$ cat config.mk
export PLATFORM = sky130hd
export DESIGN_NAME = shf_regshift
export DESIGN_NICKNAME = d
export VERILOG_FILES = /design/src/rtl/shf_pkg.sv /design/src/rtl/shf_barrel.sv /design/src/rtl/shf_carry_sel.sv /design/src/rtl/shf_regshift.sv
export SDC_FILE = /design/constraint.sdc
export NUM_CORES = 1
export LEC_CHECK = 0
export ABC_AREA = 1
export ABC_CLOCK_PERIOD_IN_PS = 3500
export BUFFER_PORTS_ARGS = -buffer_cell sky130_fd_sc_hd__buf_2
export CORE_ASPECT_RATIO = 0.9
export CORE_UTILIZATION = 40
export DETAILED_ROUTE_END_ITERATION = 8
export GPL_TIMING_DRIVEN = 0
export MAX_ROUTING_LAYER = met4
export PLACE_DENSITY = 0.63
export SLEW_MARGIN = 20
export SYNTH_ARGS = -nofsm -noshare
export SYNTH_HDL_FRONTEND = slang
export SYNTH_SLANG_ARGS = --single-unit
$ cat constraint.sdc
create_clock -name clk -period 3.5 [get_ports clk]
set_clock_uncertainty 0.15 [all_clocks]
set_input_delay 0.525 -clock clk [delete_from_list [all_inputs] [get_ports clk]]
set_output_delay 0.525 -clock clk [all_outputs]
set_load 0.005 [all_outputs]
$ cat src/rtl/shf_pkg.sv
package shf_pkg;

    typedef enum logic [1:0] {
        SHK_LSL = 2'b00,
        SHK_LSR = 2'b01,
        SHK_ASR = 2'b10,
        SHK_ROR = 2'b11
    } shk_e;

endpackage

$ cat src/rtl/shf_barrel.sv
module shf_barrel
    import shf_pkg::*;
#(
    parameter int W  = 32,
    parameter int SW = $clog2(W)
) (
    input  logic [W-1:0]  op_i,
    input  logic [SW-1:0] shamt_i,
    input  shk_e          kind_i,
    input  logic          flood_i,
    output logic [W-1:0]  res_o
);

    logic          is_left;
    logic          is_rot;
    logic          fill;
    logic [W-1:0]  pre;
    logic [W-1:0]  post;
    logic [W-1:0]  stg [SW+1];

    assign is_left = (kind_i == SHK_LSL);
    assign is_rot  = (kind_i == SHK_ROR);
    assign fill    = (kind_i == SHK_ASR) ? op_i[W-1] : 1'b0;

    // bit reversal so that a left shift reuses the right-shift network
    generate
        for (genvar b = 0; b < W; b++) begin : g_rev
            assign pre[b]   = is_left ? op_i[W-1-b] : op_i[b];
            assign res_o[b] = is_left ? post[W-1-b] : post[b];
        end
    endgenerate

    assign stg[0] = pre;

    generate
        for (genvar s = 0; s < SW; s++) begin : g_stage
            localparam int STEP = 1 << s;
            logic [W-1:0] rot_v;
            logic [W-1:0] shr_v;
            assign rot_v = {stg[s][STEP-1:0], stg[s][W-1:STEP]};
            assign shr_v = {{STEP{fill}}, stg[s][W-1:STEP]};
            assign stg[s+1] = !shamt_i[s] ? stg[s] : (is_rot ? rot_v : shr_v);
        end
    endgenerate

    assign post = flood_i ? {W{fill}} : stg[SW];

endmodule

$ cat src/rtl/shf_carry_sel.sv
module shf_carry_sel
    import shf_pkg::*;
#(
    parameter int W  = 32,
    parameter int AW = 8,
    parameter int SW = $clog2(W)
) (
    input  logic [W-1:0]  op_i,
    input  logic [AW-1:0] amt_i,
    input  shk_e          kind_i,
    input  logic          carry_i,
    output logic          carry_o
);

    localparam logic [AW-1:0] WV  = AW'(W);
    localparam logic [AW-1:0] ONE = AW'(1);

    logic [AW-1:0] idx;
    logic [SW-1:0] rmod;

    always_comb begin
        idx     = '0;
        rmod    = amt_i[SW-1:0];
        carry_o = 1'b0;
        if (amt_i == '0) begin
            carry_o = carry_i;
        end else begin
            unique case (kind_i)
                SHK_LSL: begin
                    idx = WV - amt_i;
                    if (amt_i < WV)       carry_o = op_i[idx[SW-1:0]];
                    else if (amt_i == WV) carry_o = op_i[0];
                    else                  carry_o = 1'b0;
                end
                SHK_LSR: begin
                    idx = amt_i - ONE;
                    if (amt_i < WV)       carry_o = op_i[idx[SW-1:0]];
                    else if (amt_i == WV) carry_o = op_i[W-1];
                    else                  carry_o = 1'b0;
                end
                SHK_ASR: begin
                    idx = amt_i - ONE;
                    if (amt_i < WV) carry_o = op_i[idx[SW-1:0]];
                    else            carry_o = op_i[W-1];
                end
                default: begin
                    if (rmod == '0) begin
                        carry_o = op_i[W-1];
                    end else begin
                        idx     = AW'(rmod) - ONE;
                        carry_o = op_i[idx[SW-1:0]];
                    end
                end
            endcase
        end
    end

endmodule

$ cat src/rtl/shf_regshift.sv
module shf_regshift
    import shf_pkg::*;
#(
    parameter int W     = 32,
    parameter int REG_W = 32,
    parameter int AW    = 8
) (
    input  logic             clk,
    input  logic             rst_n,
    input  logic [W-1:0]     operand_i,
    input  logic [REG_W-1:0] amount_i,
    input  logic [1:0]       kind_i,
    input  logic             carry_i,
    output logic [W-1:0]     result_o,
    output logic             carry_o
);

    localparam int SW = $clog2(W);
    localparam logic [AW-1:0] WV = AW'(W);

    typedef struct packed {
        logic [W-1:0] value;
        logic         carry;
    } shf_out_t;

    logic [AW-1:0]       amt;
    logic [REG_W-AW-1:0] amt_hi_unused;
    shk_e                kind;
    logic                flood;
    logic [W-1:0]        barrel_res;
    logic                carry_sel;
    shf_out_t            st_d;
    shf_out_t            st_q;

    assign amt           = amount_i[AW-1:0];
    assign amt_hi_unused = amount_i[REG_W-1:AW];
    assign kind          = shk_e'(kind_i);
    assign flood         = (kind != SHK_ROR) && (amt >= WV);

    shf_barrel #(.W(W), .SW(SW)) u_barrel (
        .op_i    (operand_i),
        .shamt_i (amt[SW-1:0]),
        .kind_i  (kind),
        .flood_i (flood),
        .res_o   (barrel_res)
    );

    shf_carry_sel #(.W(W), .AW(AW), .SW(SW)) u_carry (
        .op_i    (operand_i),
        .amt_i   (amt),
        .kind_i  (kind),
        .carry_i (carry_i),
        .carry_o (carry_sel)
    );

    always_comb begin
        st_d.value = (amt == '0) ? operand_i : barrel_res;
        st_d.carry = carry_sel;
    end

    always_ff @(posedge clk) begin
        if (!rst_n) begin
            st_q <= '0;
        end else begin
            st_q <= st_d;
        end
    end

    assign result_o = st_q.value;
    assign carry_o  = st_q.carry;

endmodule

Word level (Yosys, flattened, before mapping):

Index checks and enable logic that the tools add are counted.

* flip-flop bits (word level): 33
* input bits: 69
* output and inout port bits: 33
* word-level logic and storage cells: 110

* add/sub/neg operators: 3
* $lt $le $gt $ge: 5
* equality and inequality tests: 5
* muxes and demuxes: 91
* reduce and logical (&&, ||, !) cells: 4

Operator list (number)
* two-way mux 32 bit: 12
* two-way mux 1 bit: 75
* less-than comparator 5 x 6 -> 1 bit, second input constant: 3
* binary-select mux 1 bit (select 5 bit): 3
* subtractor 5 x 1 -> 5 bit, second input constant: 2
* equality test 8 x 6 -> 1 bit, second input constant: 1
* >= comparator 8 x 6 -> 1 bit, second input constant: 1
* logical NOT 8 bit: 1
* less-than comparator 8 x 6 -> 1 bit, second input constant: 1
* logical NOT 5 bit: 1
* subtractor 1 x 5 -> 5 bit, first input constant: 1
* equality test 2 bit, second input constant: 2
* one-hot mux 1 bit (3 select lines): 1
* equality test 2 x 1 -> 1 bit, second input constant: 1
* logical NOT 2 bit: 1
* != test 2 bit, second input constant: 1
* logical AND 1 bit: 1

Logic depth before layout (Yosys ltp):

Gate-level depths: netlist of the first run.

* depth in word-level cells: 15
* mapped depth: 19
* gate-level depth less buffers: 17

By module:

Synthesis of the first run repeated with hierarchy kept, for this count alone.

* cells, all modules: 1174
* area total of the unflattened synthesis: 5848.1 um^2

Modules (own cells, without submodules)
* shf_barrel: times used 1, cells each 757, area an instance 3465.8 um^2, seq. area each 0.0 um^2
* shf_regshift: times used 1, cells each 214, area an instance 1410.1 um^2, seq. area each 660.6 um^2
* shf_carry_sel: times used 1, cells each 203, area an instance 972.2 um^2, seq. area each 0.0 um^2

Worst setup path after synthesis of the first run:

OpenSTA, ideal clock, no wires.

* kind: input -> register
* start point: in amount_i[0]
* end point: reg st_q (netlist bit carry_o)
* library setup time: 0.117 ns
* arrival time: 2.547 ns
* required time: 3.233 ns
* slack: 0.686 ns
* stages: 18
* path buffers: 5
* path through: buf_2 > inv_2 > buf_2 > buf_2 > ha_1 > buf_2 > clkinv_1 > buf_2 > o211ai_1 > nand3_1 > nand3_1 > nand2_1 > o21ai_1 > nand2_1 > nand2_1 > o211ai_1 > nor2_1 > nor2_1

* cells in the longest elaborated chain, start to end: 6
* elaborated cells between the ends (all ways): 21
* classes of those cells: add/sub (3); order compare (1); eq/ne (1); mux (14); reduce/logical (2)

Ends and longest elaborated chain
* start: declaration: line shf_regshift.sv:11 `input logic [REG_W-1:0] amount_i,`
* subtractor 5 x 1 -> 5 bit / subtractor 1 x 5 -> 5 bit (equally long branches)
* binary-select mux 1 bit (select 5 bit) (on tied branches)
* two-way mux 1 bit (on tied branches) (2 in series)
* one-hot mux 1 bit (3 select lines): line shf_carry_sel.sv:28 `unique case (kind_i)`
* two-way mux 1 bit (*): line shf_carry_sel.sv:25 `if (amt_i == '0) begin`
* end signal: assignment: line shf_regshift.sv:65 `st_q <= st_d;`
* end: declaration: line shf_regshift.sv:33 `shf_out_t st_q;`

Mark *: on every way between the ends. The rest lies on a longest branch, timed or not. The select of a mux whose other input is x is not followed.
A chain may end at the register's enable or synchronous reset.

Worst setup path in the final report of the first run:

Ends and elaborated chain as after synthesis.

==> Implementation_results.wiki, run 1 <==
{| class="wikitable"
! Metric !! Value
|-
| Post-CTS Setup Repair Bufs || 0
|-
| Final setup margin || 0.265 ns
|-
| Proportion of power drawn by combinational gates || 48.8%
|-
| Synthesis-to-layout area growth || 15.0%
|-
| Fraction of the cycle the final worst path needs || 92.4%
|-
| Drc violations || 1
|-
| Post-synth design cell area || 4920 um2
|-
| Post-DR wirelength/cell || 20.1 um
|-
| PortBufs || 73
|-
| Post-layout minimum cycle time || 3.24 ns
|-
| Worst slew margin relative to its limit || 53.6%
|-
| Final weighted congestion in routability-driven placement || 1.08
|-
| Total track usage || 39.1%
|-
| Grt ovf || 0
|-
| Mean number of vias per cell || 6.19
|-
| Y dimension of the die || 107 um
|-
| Maximum fanout along the worst path || 10
|-
| Flip-flop and latch count after synthesis || 33
|-
| Setup TNS Final || 0 ns
|-
| Antenna violations before repair || 0
|-
| Net count of the mapped netlist || 1038
|-
| Static leakage || 0.00291 uW
|-
| Total I/O pin count || 102
|-
| Result of the run || finished with violations
|-
| Count of different cell masters after synthesis || 27
|-
| Part of the total power dissipated in the clock network || 27.9%
|-
| Pin count of the biggest net entering global routing || 11
|-
| Clock slew at reported path FFs || 0.05 ns
|-
| Maximum Capacitance Violations || 0
|-
| Clock root buffer || clkbuf_16
|-
| Number of DRC markers in iteration 0 || 1194
|-
| Share of synthesized area occupied by flip-flops and latches || 13.4%
|-
| Internal power of the cells || 1030 uW
|-
| Number of warning messages in the yosys log || 0
|-
| Total net switching power || 753 uW
|-
| Worst-margin pin slew || 0.694 ns
|-
| Detailed-routing iteration count for the pre-antenna-repair pass || 8
|-
| Clock tree from TritonCTS || built
|-
| Critical Path RT || 3.51 ns
|-
| Final count of hold timing violations || 0
|-
| Number of antenna-violating nets in the routed design || 0
|-
| Violated checks || design-rule violations
|-
| Maximum frequency from static timing analysis || 309 MHz
|-
| Worst IR drop on VDD || 283 uV
|-
| Number of clock sinks || 33
|-
| Max clock buf depth || 2
|-
| HPWL after detailed placement || 19.1 mm
|-
| Initial Util || 40.9%
|-
| Gate count of the mapped netlist || 967
|-
| Pwr per Cell Area || 316 nW/um2
|-
| Global-route wire length before repair || 36.9 mm
|-
| Kind of end point of the critical path || flop
|-
| Vias || 7472
|-
| Worst hold path class || primary input to flop
|-
| Data arrival time at the worst-slack endpoint || 3.25 ns
|-
| Core region area || 12000 um2
|-
| Aggregate routed wire length || 24.3 mm
|-
| Net switching fraction of the power || 42.2%
|-
| Horizontal extent of the die || 119 um
|-
| Max H-tree Level || 2
|-
| Number of global-route vias before repair || 6637
|-
| TritonCTS Buffers || 5
|-
| Share of final-layout standard cells stronger than drive strength 1 || 11.6%
|-
| Number of buffers added to fix hold violations after cts || 0
|-
| Post-layout nets || 1118
|-
| Worst-case setup slack after placement || 0.100 ns
|-
| Final count of negative-setup-slack endpoints || 0
|-
| Avg Inst Size Synth || 5.09 um2
|-
| Setup repair after global routing missed its margin || no
|-
| Number of antenna diodes || 0
|-
| Hold path depth || 3
|-
| Cell row count || 38
|-
| Startpoint kind of the worst setup timing path || primary input
|-
| Portion of total power attributed to sequential cells || 23.3%
|-
| # resized after CTS || 0
|-
| Number of max-slew violations in the final report || 0
|-
| Area of the die || 12800 um2
|-
| Critical setup path kind || primary input to flop
|}
per-layer routing:
metal / part of all wire, % / global-route usage, % / vias to the layer above / wire length [um]
met2: 40 / 57.5 / 600 / 9810
li1: - / - / 3450 / -
met4: 4.5 / 15.1 / 0 / 1080
met3: 15 / 11.0 / 89 / 3620
met1: 40 / 50.5 / 3333 / 9800
met5: 0 / - / - / 0
sequential cells by signal, summed over array words and instances, names as in the netlist:
name      cells
carry_o       1
result_o     32
synthesized netlist by cell type (all sizes together):
| master | instances | share of area, % |
|---|---|---|
| a21oi | 56 | 5.7 |
| o31ai | 1 | 0.15 |
| o211ai | 9 | 1.4 |
| inv | 37 | 2.8 |
| clkbuf | 28 | 2.1 |
| or2 | 1 | 0.13 |
| nand4 | 1 | 0.13 |
| xor2 | 2 | 0.36 |
| nand3 | 376 | 38 |
| o21bai | 1 | 0.23 |
| o21ai | 32 | 3.3 |
| nand2 | 323 | 25 |
| nor2 | 9 | 0.74 |
| dfxtp | 33 | 13 |
| ha | 2 | 0.51 |
| xnor2 | 1 | 0.33 |
| clkinv | 6 | 0.46 |
| o2111ai | 1 | 0.18 |
| buf | 48 | 5.1 |
critical path, cell delays in order:
cell,delay (ns)
buf_2,0.13
inv_2,0.17
buf_2,0.26
buf_2,0.25
ha_1,0.15
buf_2,0.18
clkinv_1,0.26
buf_2,0.28
o211ai_1,0.11
nand3_1,0.12
nand3_1,0.11
nand2_1,0.08
o21ai_1,0.19
nand2_1,0.08
nand2_1,0.07
o211ai_1,0.09
nor2_1,0.13
nor2_1,0.05
layout make-up:
type | instances | area [um2]
well taps | 160 | 200
fillers | 1379 | 6370
plain buffers | 76 | 358
clock inverters | 1 | 30.0
clock buffers | 7 | 143
multi-input cells | 815 | 3740
repair buffers | 73 | 365
inverters | 43 | 161
flip-flops and latches | 33 | 661
placed cells by master (no fill, tap or decap), drive strengths merged, types with 6 or more instances in the layout:
cell      n
clkinv    6
o21ai    32
nor2      9
clkbuf   35
dfxtp    33
o211ai    9
nand3   376
a21oi    56
buf     121
inv      37
nand2   323
cell families after synthesis:
kind of cell	Yosys count	synth area share [%]
AND/OR/NAND/NOR	710	64.0
AO/OA/AOI/OAI	100	10.9
flip-flops	33	13.4
buffers and inverters	119	10.5
XOR/XNOR	3	0.686
adder cells (fa/ha/maj)	2	0.508
worst paths after layout:
check	start	to	slack [ns]
setup / recovery	amount_i[0]	carry_o	0.26
hold / removal	rst_n	carry_o	0.38
metrics by stage:
step / instances / total power (uW) / instance area, um2 / utilization [%] / hold slack [ns]
2_1_floorplan: 967 / 968 / 4920 / - / 0.517
3_3_place_gp: 1200 / 1250 / 5490 / 45.6 / 0.652
3_5_place_dp: 1200 / 1250 / 5490 / 45.6 / 0.658
4_1_cts: 1208 / 1740 / 5660 / 47.1 / 0.376
5_1_grt: 1208 / 1890 / 5660 / 47.1 / 0.378
6_report: 1208 / 1790 / 5660 / 47.1 / 0.380
power groups by stage:
stage | logic, uW | registers (uW) | clock network, uW
floorplan | 537 | 430 | 0
global placement | 826 | 424 | 0
detailed placement | 823 | 425 | 0
CTS | 827 | 417 | 497
global route | 947 | 420 | 519
finish | 872 | 417 | 497
(Power assumes the default switching activity.)
==> inputs of run 2 (changes only) <==
Settings changed: REMOVE_ABC_BUFFERS from default to 1.
==> run 2 against run 1 <==
Effect of this change:
- the flow now finishes without violations
- critical path type unchanged
- non-clock buffer count is 70 lower
- first-iteration DRC count shrank 30%
- utilization fell by 2.3 points
- sequential cell count did not move
- sequential power about the same
- critical endpoint unchanged
==> Implementation_results.wiki, run 2 (synthesized netlist as in run 1, its figures left out) <==
{| class="wikitable"
! Metric !! Value
|-
| Synthesis-to-layout area growth || 9.41% (was 15.0%)
|-
| Clock slew at reported path FFs || 0.05 ns (about the same)
|-
| Setup TNS Final || 0 ns (unchanged)
|-
| Data arrival time at the worst-slack endpoint || 3.32 ns (was 3.25 ns)
|-
| Total net switching power || 714 uW (was 753 uW)
|-
| Final count of negative-setup-slack endpoints || 0 (unchanged)
|-
| Worst-margin pin slew || 1.08 ns (was 0.694 ns)
|-
| Pin count of the biggest net entering global routing || 70 (was 11)
|-
| Worst IR drop on VDD || 170 uV (was 283 uV)
|-
| Maximum Capacitance Violations || 0 (unchanged)
|-
| Number of buffers added to fix hold violations after cts || 0 (unchanged)
|-
| Horizontal extent of the die || 119 um (unchanged)
|-
| Area of the die || 12800 um2 (unchanged)
|-
| Final weighted congestion in routability-driven placement || 0.966 (was 1.08)
|-
| Y dimension of the die || 107 um (unchanged)
|-
| Clock tree from TritonCTS || built (unchanged)
|-
| HPWL after detailed placement || 14.2 mm (was 19.1 mm)
|-
| Number of max-slew violations in the final report || 0 (unchanged)
|-
| Result of the run || finished, final reports clean (was finished with violations)
|-
| Post-layout minimum cycle time || 3.29 ns (was 3.24 ns)
|-
| Number of clock sinks || 33 (unchanged)
|-
| Vias || 6726 (was 7472)
|-
| Total I/O pin count || 102 (unchanged)
|-
| Pwr per Cell Area || 304 nW/um2 (was 316 nW/um2)
|-
| Static leakage || 0.00276 uW (was 0.00291 uW)
|-
| PortBufs || 77 (was 73)
|-
| Number of flip-flops under the largest register name || 32 (unchanged)
|-
| Placed Instances || 1130 (was 1200)
|-
| Worst slew margin relative to its limit || 27.6% (was 53.6%)
|-
| Antenna violations before repair || 0 (unchanged)
|-
| Kind of end point of the critical path || flop (unchanged)
|-
| Most common library cell in the layout ignoring fill and taps || nand3_1 (unchanged)
|-
| Mean number of vias per cell || 5.91 (was 6.19)
|-
| Setup repair after global routing missed its margin || no (unchanged)
|-
| Worst hold path class || primary input to flop (unchanged)
|-
| Final Non-Filler Cells || 1138 (was 1208)
|-
| Total track usage || 32.5% (was 39.1%)
|-
| Critical setup path kind || primary input to flop (unchanged)
|-
| Max clock buf depth || 2 (unchanged)
|-
| Net switching fraction of the power || 43.6% (was 42.2%)
|-
| Hold path depth || 3 (unchanged)
|-
| Max H-tree Level || 2 (unchanged)
|-
| Number of antenna diodes || 0 (unchanged)
|-
| Number of global-route vias before repair || 5886 (was 6637)
|-
| Total power || 1640 uW (was 1790 uW)
|-
| Global-route wire length before repair || 31.6 mm (was 36.9 mm)
|-
| Initial Util || 40.9% (unchanged)
|-
| Clock root buffer || clkbuf_16 (unchanged)
|-
| Aggregate routed wire length || 19.7 mm (was 24.3 mm)
|-
| Number of DRC markers in iteration 0 || 841 (was 1194)
|-
| Fraction of the cycle the final worst path needs || 94.0% (was 92.4%)
|-
| Post-DR wirelength/cell || 17.3 um (was 20.1 um)
|-
| Critical Path RT || 3.53 ns (was 3.51 ns)
|-
| Final count of hold timing violations || 0 (unchanged)
|-
| Maximum frequency from static timing analysis || 304 MHz (was 309 MHz)
|-
| Number of antenna-violating nets in the routed design || 0 (unchanged)
|-
| Proportion of power drawn by combinational gates || 48.0% (was 48.8%)
|-
| Maximum fanout along the worst path || 32 (was 10)
|-
| Part of the total power dissipated in the clock network || 26.6% (was 27.9%)
|-
| Grt ovf || 0 (unchanged)
|-
| TritonCTS Buffers || 5 (unchanged)
|-
| Instance area after placement || 5200 um2 (was 5490 um2)
|-
| Post-layout nets || 1048 (was 1118)
|-
| Cell row count || 38 (unchanged)
|-
| Core region area || 12000 um2 (unchanged)
|-
| Startpoint kind of the worst setup timing path || primary input (unchanged)
|-
| Most frequent cells in the layout || nand3_1 (376), nand2_1 (320), buf_2 (75) (was nand3_1 (376), nand2_1 (321), buf_2 (98))
|-
| Portion of total power attributed to sequential cells || 25.4% (was 23.3%)
|-
| Drc violations || 0 (was 1)
|-
| Internal power of the cells || 923 uW (was 1030 uW)
|-
| Final Cell Area || 5390 um2 (was 5660 um2)
|-
| Detailed-routing iteration count for the pre-antenna-repair pass || 5 (was 8)
|-
| Share of final-layout standard cells stronger than drive strength 1 || 10.5% (was 11.6%)
|}
-- run 2: path summary, 6_finish.rpt --
| path | from | to |
|---|---|---|
| setup / recovery | amount_i[3] | carry_o |
| hold / removal | rst_n | carry_o |
-- run 2: area by class of cell --
cell class | count | area [um2]
sequential | 33 | 661
fill | 1376 | 6640
tap | 160 | 200
multi-input combinational | 815 | 3780
clock inverter | 2 | 10.0
clock buffer | 6 | 129
inverter | 43 | 179
timing repair buffer | 79 | 429
-- run 2: metrics by stage --
step / hold slack, ns / util (%) / worst slack, ns
global route: 0.368 / 44.8 / 0.0513
finish: 0.341 / 44.8 / 0.211
floorplan: 0.517 / - / -0.880
detailed placement: 0.642 / 43.2 / -1.53
CTS: 0.348 / 44.5 / 0.0191
global placement: 0.644 / 42.8 / -3.39
-- run 2: repair_timing --
action,in CTS,in global routing
endpoints found under the hold margin,0,0
pin swaps,0,0
buffers inserted,0,0
gates resized for setup,8,6
setup endpoints to repair,33,33
-- run 2: metal layers --
metal	part of all wire [%]	vias up	global-route usage, %
li1	-	3307	-
met1	42	2976	42.0
met2	42	379	49.0
met3	12	64	7.23
met4	4.6	0	13.5
met5	0	-	-
-- run 2: critical path: stages --
cell and delay [ns]:
buf_2 0.47, inv_1 0.66, xor2_1 0.64, inv_1 0.20
nand3_1 0.16, nand2_1 0.07, o21ai_1 0.20, o21ai_1 0.10
nand2_1 0.06, nand2_1 0.06, nor2_1 0.11, nor2_1 0.04
-- run 2: power by group through the flow --
stage	registers, uW	clock network (uW)	logic (uW)
3_5_place_dp	424	0	754
2_1_floorplan	431	0	487
6_report	416	436	785
4_1_cts	417	442	761
5_1_grt	419	457	881
3_3_place_gp	425	0	753
==> inputs of run 3 (changes only) <==
Settings changed: CORE_MARGIN from default to 1.5, CTS_CLUSTER_SIZE from default to 12.
==> run 3 against run 2 <==
Effect of this change:
- utilization increased by 0.083 points
- worst setup slack improved by 0.039 ns
- worst hold slack improved by 0.0045 ns
- final cell count unchanged
- via count increased by 1.8%
- critical path depth unchanged
- design area increased by 0.19%
- first-iteration DRC count increased by 11%
- sequential share of layout area about the same
- combinational power increased by 0.5%
- sequential cell count unchanged
- total power increased by 0.13%
==> Implementation_results.wiki, run 3 (synthesized netlist as in run 1, its figures left out) <==
{| class="wikitable"
! Metric !! Value
|-
| Grt ovf || 0 (unchanged)
|-
| Y dimension of the die || 108 um (was 107 um)
|-
| Final count of hold timing violations || 0 (unchanged)
|-
| Hold path depth || 3 (unchanged)
|-
| Setup repair after global routing missed its margin || no (unchanged)
|-
| Placed Instances || 1130 (unchanged)
|-
| Maximum Capacitance Violations || 0 (unchanged)
|-
| Number of max-slew violations in the final report || 0 (unchanged)
|-
| Final Non-Filler Cells || 1138 (unchanged)
|-
| Data arrival time at the worst-slack endpoint || 3.28 ns (was 3.32 ns)
|-
| Pwr per Cell Area || 304 nW/um2 (about the same)
|-
| Kind of end point of the critical path || flop (unchanged)
|-
| Fin util || 44.9% (was 44.8%)
|-
| Antenna violations before repair || 0 (unchanged)
|-
| Maximum frequency from static timing analysis || 308 MHz (was 304 MHz)
|-
| # resized after CTS || 8 (unchanged)
|-
| Post-layout minimum cycle time || 3.25 ns (was 3.29 ns)
|-
| Number of clock sinks || 33 (unchanged)
|-
| Synthesis-to-layout area growth || 9.61% (was 9.41%)
|-
| Total power || 1640 uW (about the same)
|-
| Footprint of the flip-flops and latches || 661 um2 (unchanged)
|-
| Most common library cell in the layout ignoring fill and taps || nand3_1 (unchanged)
|-
| Critical setup path kind || primary input to flop (unchanged)
|-
| HPWL after detailed placement || 14.3 mm (was 14.2 mm)
|-
| Setup TNS Final || 0 ns (unchanged)
|-
| Final setup margin || 0.250 ns (was 0.211 ns)
|-
| Detailed-routing iteration count for the pre-antenna-repair pass || 6 (was 5)
|-
| Total track usage || 32.7% (was 32.5%)
|-
| Startpoint kind of the worst setup timing path || primary input (unchanged)
|-
| Post-layout nets || 1048 (unchanged)
|-
| Clock tree from TritonCTS || built (unchanged)
|-
| Share of final-layout standard cells stronger than drive strength 1 || 10.5% (unchanged)
|-
| Critical path startpoint || amount_i[3] (unchanged)
|-
| Initial Util || 40.9% (unchanged)
|-
| Number of antenna diodes || 0 (unchanged)
|-
| Fraction of the cycle the final worst path needs || 92.9% (was 94.0%)
|-
| Worst-margin pin slew || 1.13 ns (was 1.08 ns)
|-
| Global-route wire length before repair || 32.4 mm (was 31.6 mm)
|-
| Drc violations || 0 (unchanged)
|-
| Critical Path RT || 3.53 ns (about the same)
|-
| Worst Min Path Start || rst_n (unchanged)
|-
| PortBufs || 77 (unchanged)
|-
| Total I/O pin count || 102 (unchanged)
|-
| Worst slew margin relative to its limit || 24.4% (was 27.6%)
|-
| Result of the run || finished, final reports clean (unchanged)
|-
| Clock slew at reported path FFs || 0.05 ns (about the same)
|-
| Number of global-route vias before repair || 6048 (was 5886)
|-
| Post-CTS Setup Repair Bufs || 0 (unchanged)
|-
| FILL cells || 1389 (was 1376)
|-
| Vias || 6846 (was 6726)
|-
| Maximum fanout along the worst path || 32 (unchanged)
|-
| Number of DRC markers in iteration 0 || 936 (was 841)
|-
| Number of buffers added to fix hold violations after cts || 0 (unchanged)
|-
| Worst IR drop on VDD || 201 uV (was 170 uV)
|-
| Aggregate routed wire length || 20.1 mm (was 19.7 mm)
|-
| Most frequent cells in the layout || nand3_1 (376), nand2_1 (320), buf_2 (75) (unchanged)
|-
| TritonCTS Buffers || 5 (unchanged)
|-
| Clock root buffer || clkbuf_16 (unchanged)
|-
| Max clock buf depth || 2 (unchanged)
|-
| Max H-tree Level || 2 (unchanged)
|-
| Number of antenna-violating nets in the routed design || 0 (unchanged)
|-
| Number of flip-flops under the largest register name || 32 (unchanged)
|-
| Post-DR wirelength/cell || 17.7 um (was 17.3 um)
|-
| Static leakage || 0.00276 uW (about the same)
|-
| Horizontal extent of the die || 120 um (was 119 um)
|-
| Mean number of vias per cell || 6.02 (was 5.91)
|-
| Cell row count || 38 (unchanged)
|-
| Worst-case setup slack after placement || -1.54 ns (was -1.53 ns)
|-
| Combined area of the multi-input logic cells || 3780 um2 (unchanged)
|-
| Core region area || 12000 um2 (unchanged)
|-
| Worst hold path class || primary input to flop (unchanged)
|-
| Pin count of the biggest net entering global routing || 70 (unchanged)
|-
| Final count of negative-setup-slack endpoints || 0 (unchanged)
|-
| Area of the die || 13000 um2 (was 12800 um2)
|-
| Final weighted congestion in routability-driven placement || 0.999 (was 0.966)
|}
-- run 3: cell types whose count changed in the layout (fill, tap and decap cells not counted) --
cell	change
inv_8	-1
inv_6	+1
buf_8	-1
buf_16	+1
-- run 3: layout make-up --
class / instances / area share (%)
clock buffer: 6 / 2.39
clock inverter: 2 / 0.186
inverter: 43 / 3.27
multi-input combinational: 815 / 70.0
sequential: 33 / 12.2
tap: 160 / 3.71
timing repair buffer: 79 / 8.19
-- run 3: critical path, stage by stage --
cell and delay [ns]:
buf_2 0.48, inv_1 0.68, xor2_1 0.61, inv_1 0.19
nand3_1 0.15, nand2_1 0.07, o21ai_1 0.19, nand2_1 0.07
nand2_1 0.06, o211ai_1 0.09, nor2_1 0.10, nor2_1 0.04
-- run 3: layer usage --
layer | track usage, % | routed length [um] | up-vias
li1 | - | - | 3307
met1 | 43.2 | 8590 | 3052
met2 | 48.7 | 8230 | 420
met3 | 6.22 | 2290 | 67
met4 | 13.6 | 1010 | 0
met5 | - | 0 | -
-- run 3: worst paths after layout --
path	endpoint	slack, ns
setup / recovery	carry_o	0.25
hold / removal	carry_o	0.35
-- run 3: through the flow --
stage / area (um2) / hold slack (ns)
2_1_floorplan: 4560 / 0.517
3_3_place_gp: 5150 / 0.640
3_5_place_dp: 5220 / 0.650
4_1_cts: 5370 / 0.351
5_1_grt: 5400 / 0.385
6_report: 5400 / 0.346
-- run 3: report_power, final --
part / switching [uW] / internal, uW
registers: 6.58 / 409
clock network: 173 / 261
logic: 537 / 253
total: 716 / 923
